==> config.mk <==
export PLATFORM = sky130hd
export DESIGN_NAME = uart_irq_prio
export DESIGN_NICKNAME = d
export VERILOG_FILES = /design/src/rtl/uart_irq_pkg.sv /design/src/rtl/uirq_fcr_reg.sv /design/src/rtl/uirq_timeout.sv /design/src/rtl/uirq_encoder.sv /design/src/rtl/uirq_edge_pulse.sv /design/src/rtl/uart_irq_prio.sv
export SDC_FILE = /design/constraint.sdc
export NUM_CORES = 1
export LEC_CHECK = 0
export BUFFER_PORTS_ARGS = -buffer_cell sky130_fd_sc_hd__buf_2
export CORE_MARGIN = 8
export CORE_UTILIZATION = 47
export CTS_CLUSTER_SIZE = 30
export DETAILED_ROUTE_END_ITERATION = 8
export GPL_TIMING_DRIVEN = 0
export PLACE_DENSITY_LB_ADDON = 0.2
export SETUP_SLACK_MARGIN = 0.1
export SKIP_LAST_GASP = 1
export SLEW_MARGIN = 20
export SYNTH_ARGS = -nofsm -noshare
export SYNTH_HDL_FRONTEND = slang
export SYNTH_SLANG_ARGS = --single-unit
export TNS_END_PERCENT = 5
==> constraint.sdc <==
create_clock -name clk -period 2.8 [get_ports clk]
set_input_delay 0.14 -clock clk [delete_from_list [all_inputs] [get_ports clk]]
set_output_delay 0.14 -clock clk [all_outputs]
set_load 0.02 [all_outputs]
==> src/rtl/uart_irq_pkg.sv <==
package uart_irq_pkg;

   typedef enum logic [3:0] {
      IID_NONE = 4'b0001,
      IID_LINE = 4'b0110,
      IID_RDAT = 4'b0100,
      IID_TOUT = 4'b1100,
      IID_TXMT = 4'b0010
   } iid_e;

   // receive trigger depth from the two-bit select
   function automatic int unsigned trig_depth(input logic [1:0] sel);
      case (sel)
         2'b00:   return 1;
         2'b01:   return 4;
         2'b10:   return 8;
         default: return 14;
      endcase
   endfunction

endpackage

==> src/rtl/uirq_fcr_reg.sv <==
module uirq_fcr_reg (
   input  logic       clk,
   input  logic       rst_n,
   input  logic       wr,
   input  logic [7:0] data,
   output logic       fifo_en,
   output logic       dma_mode,
   output logic [1:0] trig_sel,
   output logic       rx_clr,
   output logic       tx_clr
);
   always_ff @(posedge clk or negedge rst_n) begin
      if (!rst_n) begin
         fifo_en  <= 1'b0;
         dma_mode <= 1'b0;
         trig_sel <= 2'b00;
         rx_clr   <= 1'b0;
         tx_clr   <= 1'b0;
      end else begin
         rx_clr <= wr & data[1];
         tx_clr <= wr & data[2];
         if (wr) begin
            fifo_en  <= data[0];
            dma_mode <= data[3];
            trig_sel <= data[7:6];
         end
      end
   end
endmodule

==> src/rtl/uirq_timeout.sv <==
module uirq_timeout #(
   parameter int CNT_W    = 5,
   parameter int TO_CHARS = 4
) (
   input  logic             clk,
   input  logic             rst_n,
   input  logic             enable,
   input  logic [CNT_W-1:0] rx_count,
   input  logic             rx_push,
   input  logic             rx_pop,
   input  logic             char_tick,
   output logic             timeout
);
   localparam int TO_W = (TO_CHARS > 1) ? $clog2(TO_CHARS) : 1;
   localparam logic [TO_W-1:0] LAST = TO_W'(TO_CHARS - 1);

   logic [TO_W-1:0] ticks;
   logic            restart;

   assign restart = !enable || (rx_count == '0) || rx_push || rx_pop;

   always_ff @(posedge clk or negedge rst_n) begin
      if (!rst_n) begin
         ticks   <= '0;
         timeout <= 1'b0;
      end else if (restart) begin
         ticks   <= '0;
         timeout <= 1'b0;
      end else if (char_tick && !timeout) begin
         if (ticks == LAST) begin
            ticks   <= '0;
            timeout <= 1'b1;
         end else begin
            ticks <= ticks + 1'b1;
         end
      end
   end
endmodule

==> src/rtl/uirq_encoder.sv <==
module uirq_encoder
   import uart_irq_pkg::*;
(
   input  logic src_line,
   input  logic src_rdat,
   input  logic src_tout,
   input  logic src_txmt,
   output iid_e id
);
   always_comb begin
      if (src_line)      id = IID_LINE;
      else if (src_rdat) id = IID_RDAT;
      else if (src_tout) id = IID_TOUT;
      else if (src_txmt) id = IID_TXMT;
      else               id = IID_NONE;
   end
endmodule

==> src/rtl/uirq_edge_pulse.sv <==
module uirq_edge_pulse #(
   parameter int NUM = 2
) (
   input  logic           clk,
   input  logic           rst_n,
   input  logic [NUM-1:0] cond,
   output logic [NUM-1:0] pulse
);
   for (genvar g = 0; g < NUM; g++) begin : g_chan
      logic seen;
      always_ff @(posedge clk or negedge rst_n) begin
         if (!rst_n) begin
            seen     <= 1'b0;
            pulse[g] <= 1'b0;
         end else begin
            seen     <= cond[g];
            pulse[g] <= cond[g] & ~seen;
         end
      end
   end
endmodule

==> src/rtl/uart_irq_prio.sv <==
module uart_irq_prio
   import uart_irq_pkg::*;
#(
   parameter int CNT_W    = 5,
   parameter int TO_CHARS = 4
) (
   input  logic             clk,
   input  logic             rst_n,
   input  logic             ie_line,
   input  logic             ie_rx,
   input  logic             ie_tx,
   input  logic [3:0]       line_err_set,
   input  logic             lsr_rd,
   input  logic             iir_rd,
   input  logic             fcr_wr,
   input  logic [7:0]       fcr_data,
   input  logic [CNT_W-1:0] rx_count,
   input  logic             rx_push,
   input  logic             rx_pop,
   input  logic             char_tick,
   input  logic             thr_empty,
   input  logic             thr_wr,
   output logic             irq,
   output logic [3:0]       iir_id,
   output logic             rx_fifo_clr,
   output logic             tx_fifo_clr,
   output logic             rx_dma_evt,
   output logic             tx_dma_evt
);
   if (CNT_W < 4) begin : g_bad_cnt
      $error("CNT_W must hold a count of at least 14");
   end
   if (TO_CHARS < 1) begin : g_bad_to
      $error("TO_CHARS must be positive");
   end

   logic       fifo_en, dma_mode;
   logic [1:0] trig_sel;
   logic       line_flag, txmt_ack, tout;
   logic       rdat_lvl;
   logic       src_line, src_rdat, src_tout, src_txmt;
   logic [1:0] evt_cond, evt_pulse;
   iid_e       id;

   uirq_fcr_reg u_fcr (
      .clk(clk), .rst_n(rst_n), .wr(fcr_wr), .data(fcr_data),
      .fifo_en(fifo_en), .dma_mode(dma_mode), .trig_sel(trig_sel),
      .rx_clr(rx_fifo_clr), .tx_clr(tx_fifo_clr)
   );

   uirq_timeout #(.CNT_W(CNT_W), .TO_CHARS(TO_CHARS)) u_tout (
      .clk(clk), .rst_n(rst_n), .enable(fifo_en), .rx_count(rx_count),
      .rx_push(rx_push), .rx_pop(rx_pop), .char_tick(char_tick),
      .timeout(tout)
   );

   // sticky line-error flag: a new error wins over a same-cycle read
   always_ff @(posedge clk or negedge rst_n) begin
      if (!rst_n)              line_flag <= 1'b0;
      else if (|line_err_set)  line_flag <= 1'b1;
      else if (lsr_rd)         line_flag <= 1'b0;
   end

   // transmitter-empty acknowledge set by an identification read
   always_ff @(posedge clk or negedge rst_n) begin
      if (!rst_n)                         txmt_ack <= 1'b0;
      else if (thr_wr || !thr_empty)      txmt_ack <= 1'b0;
      else if (iir_rd && id == IID_TXMT)  txmt_ack <= 1'b1;
   end

   always_comb begin
      if (fifo_en) rdat_lvl = int'(rx_count) >= int'(trig_depth(trig_sel));
      else         rdat_lvl = rx_count != '0;
   end

   assign src_line = ie_line & line_flag;
   assign src_rdat = ie_rx & rdat_lvl;
   assign src_tout = ie_rx & tout;
   assign src_txmt = ie_tx & thr_empty & ~txmt_ack;

   uirq_encoder u_enc (
      .src_line(src_line), .src_rdat(src_rdat), .src_tout(src_tout),
      .src_txmt(src_txmt), .id(id)
   );

   assign iir_id = id;
   assign irq    = src_line | src_rdat | src_tout | src_txmt;

   assign evt_cond[0] = fifo_en & dma_mode & (rdat_lvl | tout);
   assign evt_cond[1] = fifo_en & dma_mode & thr_empty;

   uirq_edge_pulse #(.NUM(2)) u_evt (
      .clk(clk), .rst_n(rst_n), .cond(evt_cond), .pulse(evt_pulse)
   );

   assign rx_dma_evt = evt_pulse[0];
   assign tx_dma_evt = evt_pulse[1];
endmodule

==> out/summary.txt, run 1 <==
clk slew on worst S/H paths - 0.09 ns
worst endpoint required time - 2.66 ns
number of flops mapped to enable cells by yosys - 0
DRT antenna net count - 0
die area - 0.00321 sq mm
Clock Skews - 0.000402 ns
routability cong. - 0.797
fin crit share - 0.739
largest cells by area after synthesis - dfrtp_1 48%, ha_1 8.0%, nand2_1 4.8%
total iterations of the first detailed-routing run - 4
area fraction of the dominant cell type after synthesis - 0.482
asr flop ratio synth - 1.00
R2R setup slack - 1.24 ns
Mapped Area - 778 sq um
crit path max fanout - 4
number of global-route vias before repair - 717
CTS tree - built
share of layout cells above drive strength 1 - 0.417
r2r endpoint - u_evt.pulse[0]$_DFF_PN0_
drc violations - 0
max cap viols - 0
Setup violations, final - 0
power density cells - 452 mW/mm^2
Tmin final - 2.07 ns
fmax - 483 MHz
IO Count - 39
hold worst-path end - line_flag$_DFFE_PN0P_
min-delay worst type - primary input to flop
WL/cell - 13.4 um
final setup TNS - 0 ns
DR iter-0 viols - 9
die height - 56.7 um
largest net degree at the start of global routing - 16
layout filler cell count - 130
static leakage - 0.545 nW
GR Overflow Total - 0
via count - 693
number of vias per cell - 5.29
max-slew violations - 0
endpoint class of the critical path - output pin
placed cell areas - 978 sq um
post-CTS sizing - 0
outcome - complete, no violations
site row count - 14
Sink Count - 15
Mapped Nets - 109
syn_area_per_cell - 10.5 sq um
H-Tree Level Count - 1
launch point of the worst reg-to-reg path - u_fcr.trig_sel[0]$_DFFE_PN0P_
critical path arrival - 1.93 ns
placed cells - 126
I/O Buffers - 36
worst-case clock buffer depth - 2
Worst setup SP type - flop
Final Hold Vio Count - 0
Hold Crit Start - lsr_rd
#FFs+latches synth - 15
first-pass GRT wire length - 2890 um
Setup CP Type - flop to output pin
post-synth top area cell - dfrtp_1
count of cell types in the netlist - 29
Worst R2R Path Depth - 6
Initial Utilization - 0.511
Root Driver - clkbuf_4
Worst VDD drop - 0.341 mV
Seq/Total Area, Yosys - 0.482
Gate Count Post-Synth - 74
core box area - 0.00152 sq mm
clock latency at the later pin of the worst-skew pair - 0.29 ns
unrepaired setup endpoints after global routing - false
All-Layer GR Usage - 0.110
slew margin rel. - 0.761
Post-synth top flop - dfrtp_1
WHS Path Cells - 2
Synthesis Warnings - 0
initial antenna violation count - 0
# diodes - 0
final WL - 1750 um
final non-filler cell total - 131
Final nets - 151
DPL Wire Length - 1470 um
Die X - 56.7 um
Worst Tran Pin Value - 0.359 ns
Num CTS Buffers - 3
Final Instance Area - 0.00102 sq mm
Area Growth Syn to Fin - 30.5%
-- stage by stage --
stage | power, mW | hold WS, ns | worst slack (ns) | utilization
6_report | 0.459 | 0.0306 | 0.731 | 0.667
5_1_grt | 0.488 | 0.0138 | 0.548 | 0.667
3_3_place_gp | 0.332 | 0.0593 | 0.973 | 0.642
4_1_cts | 0.467 | 0.0216 | 0.709 | 0.667
3_5_place_dp | 0.337 | 0.0630 | 0.962 | 0.642
2_1_floorplan | 0.292 | -0.156 | 1.14 | -
-- synthesized netlist by cell type, types with 2 or more instances --
master    instances
mux2_2            2
inv_1             4
and2_1            2
dfrtp_1          15
a21oi_1           3
ha_1              5
nand2_1          10
nor2b_1           2
and3_1            2
o211ai_1          2
nor2_1            6
o21ai_0           4
-- routing by layer --
| metal | part of all wire | track usage | vias to the layer above |
|---|---|---|---|
| met4 | 0.021 | 0.0515 | 0 |
| li1 | - | - | 349 |
| met3 | 0.084 | 0.0539 | 5 |
| met2 | 0.49 | 0.185 | 23 |
| met1 | 0.41 | 0.110 | 316 |
| met5 | 0 | 0 | - |
-- power by group --
part	internal (mW)	switching (mW)	leakage (nW)
Combinational	0.0441	0.0513	0.336
Clock	0.0532	0.0743	0.0177
Sequential	0.229	0.00689	0.191
Total	0.326	0.132	0.545
-- critical path: stages (launching register included) --
cell and delay [ns]:
dfrtp_1 0.37, inv_1 0.06, ha_1 0.29, o211ai_1 0.09, a21oi_1 0.31, o221ai_2 0.17
and3_1 0.20, buf_2 0.16
-- cell families (layout without fill, tap and decap cells) --
group | Yosys count | in the layout | share of synthesized area
adders and majority gates | 5 | 5 | 0.0804
buffers and inverters | 4 | 45 | 0.0193
AOI/OAI and AO/OA | 14 | 14 | 0.141
and+or+nand+nor | 33 | 33 | 0.235
muxes | 3 | 3 | 0.0418
DFF | 15 | 15 | 0.482
-- repair_timing --
item	4_1_cts	5_1_grt
setup buffers	0	0
hold endpoints to repair	15	0
hold buffers	1	0
-- worst max path at each step --
stage / from / end / slack [ns] / cells past startpoint
final: u_fcr.trig_sel[1]$_DFFE_PN0P_ / iir_id[0] / 0.73 / 7
after global routing: u_fcr.trig_sel[1]$_DFFE_PN0P_ / iir_id[0] / 0.55 / 7
after CTS: u_fcr.trig_sel[1]$_DFFE_PN0P_ / iir_id[0] / 0.71 / 7
after detailed placement: rx_count[0] / iir_id[0] / 0.96 / 6
after global placement: rx_count[0] / iir_id[1] / 0.97 / 6
after floorplan: rx_count[0] / iir_id[1] / 1.14 / 4
-- layout by cell type (no fill, tap or decap), drive strengths merged, types with 3 or more instances in the layout --
cell    instances
clkbuf          3
inv             4
buf            36
nor2            6
a21oi           3
ha              5
dfrtp          15
o21ai           5
nand2          10
-- state kept, by name (all words and copies together) (netlist names) --
signal,count
u_tout.ticks,2
line_flag,1
u_fcr.dma_mode,1
u_evt.g_chan.seen,2
u_fcr.tx_clr,1
u_fcr.rx_clr,1
u_evt.pulse,2
txmt_ack,1
u_tout.timeout,1
u_fcr.trig_sel,2
u_fcr.fifo_en,1
-- cell type report --
class	instances	area, sq um	area share
clock inverters	1	5.00	0.00493
well taps	16	20.0	0.0197
repair buffers	37	190	0.187
clock buffers	3	22.5	0.0222
flip-flops and latches	15	375	0.369
multi-input cells	55	388	0.382
inverters	4	15.0	0.0148
No activity file was read; power rests on OpenSTA's default activity.
==> inputs of run 2 (changes only) <==
--- a/config.mk
+++ b/config.mk
@@ -5,9 +5,10 @@
 export SDC_FILE = /design/constraint.sdc
 export NUM_CORES = 1
 export LEC_CHECK = 0
+export ABC_AREA = 1
 export BUFFER_PORTS_ARGS = -buffer_cell sky130_fd_sc_hd__buf_2
 export CORE_MARGIN = 8
-export CORE_UTILIZATION = 47
+export CORE_UTILIZATION = 44
 export CTS_CLUSTER_SIZE = 30
 export DETAILED_ROUTE_END_ITERATION = 8
 export GPL_TIMING_DRIVEN = 0
==> constraint.sdc (replaced) <==
create_clock -name clk -period 2.1 [get_ports clk]
set_input_delay 0.105 -clock clk [delete_from_list [all_inputs] [get_ports clk]]
set_output_delay 0.105 -clock clk [all_outputs]
set_load 0.02 [all_outputs]
==> run 2 against run 1 <==
Register-to-register slack worse by 0.57 ns. Combinational power up 43%. Wire length down 0.29%. Clock-buffer cell count unchanged. Global-route usage up 0.78 points. Critical path type unchanged.
==> out/summary.txt, run 2 <==
outcome - complete, no violations
most frequent cells in the layout - 34 x buf_2, 22 x nand2_1, 15 x inv_1, 15 x dfrtp_1, 10 x nor2_1
top cells by count, synth - 24 x nand2_1, 15 x dfrtp_1, 15 x inv_1, 11 x nor2_1
DR iter-0 viols - 3 (-6)
fmax - 542 MHz
final WL - 1750 um (-0.29%)
endpoint class of the critical path - output pin
via count - 747 (+7.8%)
static leakage - 0.612 nW (+12%)
slew margin rel. - 0.789 (+0.0282)
Worst Tran Pin Value - 0.317 ns (-0.0424 ns)
# diodes - 0 (unchanged)
syn_area_per_cell - 8.16 sq um (-22%)
drc violations - 0 (unchanged)
layout filler cell count - 158 (+22%)
DPL Wire Length - 1460 um (-1.1%)
final non-filler cell total - 165 (+26%)
count of cell types in the netlist - 18 (-38%)
post-synth top area cell - dfrtp_1
die height - 58.6 um (+3.4%)
main combinational cell family by area after synthesis - simple AND/OR/NAND/NOR gates
setup ws final - 0.255 ns (-0.475 ns)
post-synthesis mux area share - 0 (-0.0418)
commonest non-fill, non-tap cell in the layout - buf_2
I/O Buffers - 35 (-2.8%)
Worst setup SP type - flop
largest cells by area after synthesis - dfrtp_1 47%, nand2_1 11%, ha_1 7.8%
asr flop ratio synth - 1.00 (unchanged)
total iterations of the first detailed-routing run - 2 (-2)
All-Layer GR Usage - 0.118 (+0.00781)
clock latency at the later pin of the worst-skew pair - 0.29 ns (about the same)
number of vias per cell - 4.53 (-14%)
DRT antenna net count - 0 (unchanged)
die area - 0.00344 sq mm (+6.9%)
Clock Skews - 0.00137 ns (+0.000967 ns)
Area Growth Syn to Fin - 36.8%
IO Count - 39 (unchanged)
Final Hold Vio Count - 0 (unchanged)
Post-synth top flop - dfrtp_1
Num CTS Buffers - 3 (unchanged)
critical path arrival - 1.74 ns (-0.19 ns)
clk slew on worst S/H paths - 0.09 ns (about the same)
#FFs+latches synth - 15 (unchanged)
worst-case clock buffer depth - 2 (unchanged)
Final nets - 176 (+17%)
CTS tree - built
adder-cell share of the synthesized area - 0.0782 (-0.00214)
Root Driver - clkbuf_4
number of global-route vias before repair - 741 (+3.3%)
Mapped Nets - 133 (+22%)
Synth Area in Compound Gates - 0.0767 (-0.0648)
pre-CTS setup slack - 0.530 ns (-0.432 ns)
power density cells - 559 mW/mm^2 (+24%)
Initial Utilization - 0.463 (-0.0476)
CP startpoint - u_fcr.trig_sel[1]$_DFFE_PN0P_
number of flops mapped to enable cells by yosys - 0 (unchanged)
Gate Count Post-Synth - 98 (+32%)
Worst R2R Path Depth - 10 (+4)
unrepaired setup endpoints after global routing - true
Sink Count - 15 (unchanged)
launch point of the worst reg-to-reg path - u_fcr.trig_sel[1]$_DFFE_PN0P_
Layout Utilization - 0.633 (-0.0333)
placed cell areas - 0.00101 sq mm (+2.8%)
Hold Crit Start - fcr_data[2]
max cap viols - 0 (unchanged)
H-Tree Level Count - 1 (unchanged)
WHS Path Cells - 3 (+1)
Min Hold Slack - 0.000875 ns (-0.0297 ns)
max-slew violations - 0 (unchanged)
Setup violations, final - 0 (unchanged)
area fraction of the dominant cell type after synthesis - 0.469 (-0.0128)
worst endpoint required time - 2.00 ns (-0.66 ns)
share of layout cells above drive strength 1 - 0.357 (-0.0602)
Final Power - 0.611 mW (+33%)
fin crit share - 0.878
placed cells - 158 (+25%)
Final Instance Area - 0.00109 sq mm (+7.6%)
first-pass GRT wire length - 3100 um (+7.2%)
largest net degree at the start of global routing - 16 (unchanged)
WL/cell - 10.6 um (-21%)
Tmin final - 1.84 ns
crit path max fanout - 5 (+1)
Die X - 58.6 um (+3.4%)
routability cong. - 0.725 (-8.9%)
Setup CP Type - flop to output pin
Mapped Area - 800 sq um (+2.7%)
Worst VDD drop - 0.438 mV (+28%)
Synth Area in Simple Gates - 0.296 (+0.0610)
core box area - 0.00173 sq mm (+13%)
hold worst-path end - u_fcr.tx_clr$_DFF_PN0_
most common cell in the netlist - nand2_1
site row count - 15 (+1)
R2R setup slack - 0.67 ns (-0.57 ns)
Synthesis Warnings - 0 (unchanged)
min-delay worst type - primary input to flop
initial antenna violation count - 0 (unchanged)
GR Overflow Total - 0 (unchanged)
post-synthesis xor/xnor area fraction - 0 (unchanged)
final setup TNS - 0 ns (unchanged)
r2r endpoint - u_evt.g_chan[0].seen$_DFF_PN0_
Seq/Total Area, Yosys - 0.469 (-0.0128)
## run 2: changes by cell type in the layout (fill, tap and decap cells not counted), moves of 4 or more
cell and delta:
inv_1 +11, nor2_1 +4, nand2_1 +12, nand3_1 +4
## run 2: final cells by class
cell class / instances / area, sq um / area share
sequential: 15 / 375 / 0.343
multi-input combinational: 66 / 388 / 0.355
clock inverter: 1 / 5.00 / 0.00458
buffer: 1 / 3.75 / 0.00343
tap: 25 / 31.3 / 0.0286
inverter: 16 / 60.1 / 0.0549
clock buffer: 3 / 22.5 / 0.0206
timing repair buffer: 38 / 208 / 0.190
## run 2: report_power, final
group	switching, mW	total, mW	internal [mW]
registers	0.00670	0.310	0.303
logic	0.0772	0.136	0.0584
clock network	0.0951	0.166	0.0709
total	0.179	0.611	0.432
## run 2: kinds of logic (layout without fill, tap and decap cells)
| logic type | Yosys count | after routing |
|---|---|---|
| AND/OR/NAND/NOR | 50 | 50 |
| buffers and inverters | 17 | 59 |
| AO/OA/AOI/OAI | 11 | 11 |
| flip-flops | 15 | 15 |
| adder cells (fa/ha/maj) | 5 | 5 |
## run 2: per-layer routing
metal | vias up | track usage | wire length [um]
met5 | - | 0 | 0
met4 | 0 | 0.0717 | 43
met3 | 5 | 0.0391 | 117
met2 | 20 | 0.209 | 922
met1 | 326 | 0.116 | 665
li1 | 396 | - | -
## run 2: repair_timing
| item | in CTS | in global routing |
|---|---|---|
| setup buffers | 0 | 0 |
| gates resized for setup | 0 | 6 |
| hold buffers | 3 | 0 |
| setup endpoints to repair | 0 | 5 |
| hold endpoints to repair | 17 | 0 |
## run 2: worst max-delay path by stage
| stage | to | cells after the start |
|---|---|---|
| after floorplan | iir_id[0] | 9 |
| after CTS | iir_id[0] | 10 |
| after global routing | iir_id[0] | 10 |
| after detailed placement | iir_id[0] | 10 |
| after global placement | iir_id[0] | 10 |
| final | iir_id[3] | 10 |
## run 2: worst max-delay path, cell delays in order (launching register included)
cell	delay, ns
dfrtp_1	0.40
inv_1	0.11
ha_4	0.21
nand2_1	0.05
nand3_1	0.08
nor2_2	0.13
nand2_2	0.08
nand3_4	0.09
nand2_1	0.06
nor2_1	0.07
buf_2	0.16
==> inputs of run 3 (changes only) <==
--- a/config.mk
+++ b/config.mk
@@ -5,7 +5,7 @@
 export SDC_FILE = /design/constraint.sdc
 export NUM_CORES = 1
 export LEC_CHECK = 0
-export ABC_AREA = 1
+export ABC_AREA = 0
 export BUFFER_PORTS_ARGS = -buffer_cell sky130_fd_sc_hd__buf_2
 export CORE_MARGIN = 8
 export CORE_UTILIZATION = 44
==> run 3 against run 2 <==
Wire length rose by 9.4%. Global-route usage fell by 0.87 points. Via count fell by 6.0%. Worst setup slack got worse by 0.21 ns. Largest power group unchanged. Die area fell by 1.9%. First-iteration DRC count rose to 5.0 times the previous value.
==> out/summary.txt, run 3 (synthesis results as in run 1) <==
CP startpoint - u_fcr.trig_sel[1]$_DFFE_PN0P_
Area Growth Syn to Fin - 37.1%
Initial Utilization - 0.461 (-0.00230)
site row count - 15 (unchanged)
Final nets - 153 (-13%)
Crit path largest cell delay - 0.38 ns (-0.02 ns)
Setup violations, final - 0 (unchanged)
final WL - 1910 um (+9.4%)
total iterations of the first detailed-routing run - 4 (+2)
Tmin final - 2.06 ns (+0.210 ns)
number of global-route vias before repair - 730 (-1.5%)
I/O Buffers - 36 (+2.9%)
Die X - 58.1 um (-0.97%)
unrepaired setup endpoints after global routing - true
initial antenna violation count - 0 (unchanged)
largest net degree at the start of global routing - 16 (unchanged)
CP Cell Sequence - nand2_1 > ha_1 > o211ai_1 > a21oi_2 > o21ai_0 > and4_1 > buf_2
placed cells - 127 (-20%)
static leakage - 0.553 nW (-9.5%)
Slowest-stage cell, CP - dfrtp_1
Num CTS Buffers - 3 (unchanged)
CP Buf/Inv Count - 1 (-1)
crit path max fanout - 4 (-1)
Final Instance Area - 0.00107 sq mm (-2.4%)
launch point of the worst reg-to-reg path - u_fcr.trig_sel[1]$_DFFE_PN0P_
All-Layer GR Usage - 0.109 (-0.00867)
power density cells - 593 mW/mm^2 (+6.0%)
Clock Skews - 0.00568 ns (+0.00431 ns)
DPL Wire Length - 1480 um (+1.7%)
critical path arrival - 1.95 ns (+0.21 ns)
H-Tree Level Count - 1 (unchanged)
fin crit share - 0.979 (+0.100)
placed cell areas - 980 sq um (-2.6%)
first-pass GRT wire length - 2940 um (-5.1%)
max cap viols - 0 (unchanged)
routability cong. - 0.789 (+8.8%)
slew margin rel. - 0.781 (-0.00800)
Sink Count - 15 (unchanged)
clk slew on worst S/H paths - 0.10 ns (about the same)
most frequent cells in the layout - 35 x buf_2, 15 x dfrtp_1, 10 x nand2_1, 6 x nor2_1
CTS tree - built
Worst VDD drop - 0.390 mV (-11%)
IO Count - 39 (unchanged)
GR Overflow Total - 0 (unchanged)
clock latency at the later pin of the worst-skew pair - 0.29 ns (about the same)
WL/cell - 14.3 um (+35%)
fmax - 487 MHz (-10%)
worst endpoint required time - 2.00 ns (about the same)
cell family with most CP delay - compound AO/OA/AOI/OAI gates
DRT antenna net count - 0 (unchanged)
die area - 0.00337 sq mm (-1.9%)
via count - 702 (-6.0%)
drc violations - 0 (unchanged)
core box area - 0.00169 sq mm (-2.2%)
max-slew violations - 0 (unchanged)
Worst Tran Pin Value - 0.329 ns (+0.0120 ns)
Worst setup SP type - flop
outcome - complete, no violations
share of layout cells above drive strength 1 - 0.462 (+0.104)
number of vias per cell - 5.24 (+16%)
final non-filler cell total - 134 (-19%)
# diodes - 0 (unchanged)
DR iter-0 viols - 15 (+12)
endpoint class of the critical path - output pin
commonest non-fill, non-tap cell in the layout - buf_2
Root Driver - clkbuf_4
Hold Crit Start - lsr_rd
Final Hold Vio Count - 0 (unchanged)
die height - 58.1 um (-0.97%)
worst-case clock buffer depth - 2 (unchanged)
Setup CP Type - flop to output pin
min-delay worst type - primary input to flop
run 3: cell count changes in the layout (fill, tap and decap cells not counted), sizes merged, moves of 2 or more:
cell and change:
nor3 -2, buf +3, nor2 -5, nor2b +2
nand2 -14, a21oi -2, o211ai +2, nand4 -2
inv -12, mux2 +2, dlygate4sd3 -2, and3 +2
nand3 -6, or3 +2
run 3: stage by stage:
step	hold slack [ns]	setup WS (ns)	total power [mW]	utilization	setup TNS, ns
after floorplan	-0.191	0.511	0.390	-	0
after global placement	0.0210	0.337	0.443	0.580	0
after detailed placement	0.0347	0.329	0.448	0.580	0
after CTS	0.00417	0.148	0.629	0.613	0
after global routing	0.000642	-0.121	0.669	0.632	-0.127
final	0.00151	0.0450	0.633	0.632	0
run 3: worst paths after layout:
kind	slack, ns	to	cells after the start
setup / recovery	0.04	iir_id[3]	7
hold / removal	0.002	line_flag$_DFFE_PN0P_	2
setup reg to reg	0.46	u_evt.pulse[0]$_DFF_PN0_	7
hold reg to reg	0.40	u_evt.pulse[1]$_DFF_PN0_	1
max in group asynchronous	1.61	u_fcr.trig_sel[0]$_DFFE_PN0P_	2
min in group asynchronous	0.24	u_evt.pulse[0]$_DFF_PN0_	2
run 3: per-layer routing:
layer | GRT usage | part of all wire
met2 | 0.189 | 0.48
met4 | 0.0210 | 0
met3 | 0.0640 | 0.11
met1 | 0.111 | 0.40
met5 | 0 | 0
run 3: area by class of cell:
cell class / count / area [sq um]
inverters: 4 / 15.0
well taps: 17 / 21.3
multi-input cells: 55 / 414
flip-flops and latches: 15 / 375
clock buffers: 3 / 22.5
repair buffers: 39 / 211
clock inverters: 1 / 7.51
fillers: 156 / 622
run 3: timing repair:
item / CTS / global route
hold buffers: 1 / 0
endpoints found under the hold margin: 15 / 0
pin swaps: 1 / 4
endpoints found under the setup margin: 3 / 5
buffers inserted: 1 / 1
resized for setup: 2 / 4
run 3: power by group:
part	switching, mW	internal (mW)	total, mW
Sequential	0.00899	0.306	0.315
Combinational	0.0749	0.0702	0.145
Clock	0.101	0.0725	0.173
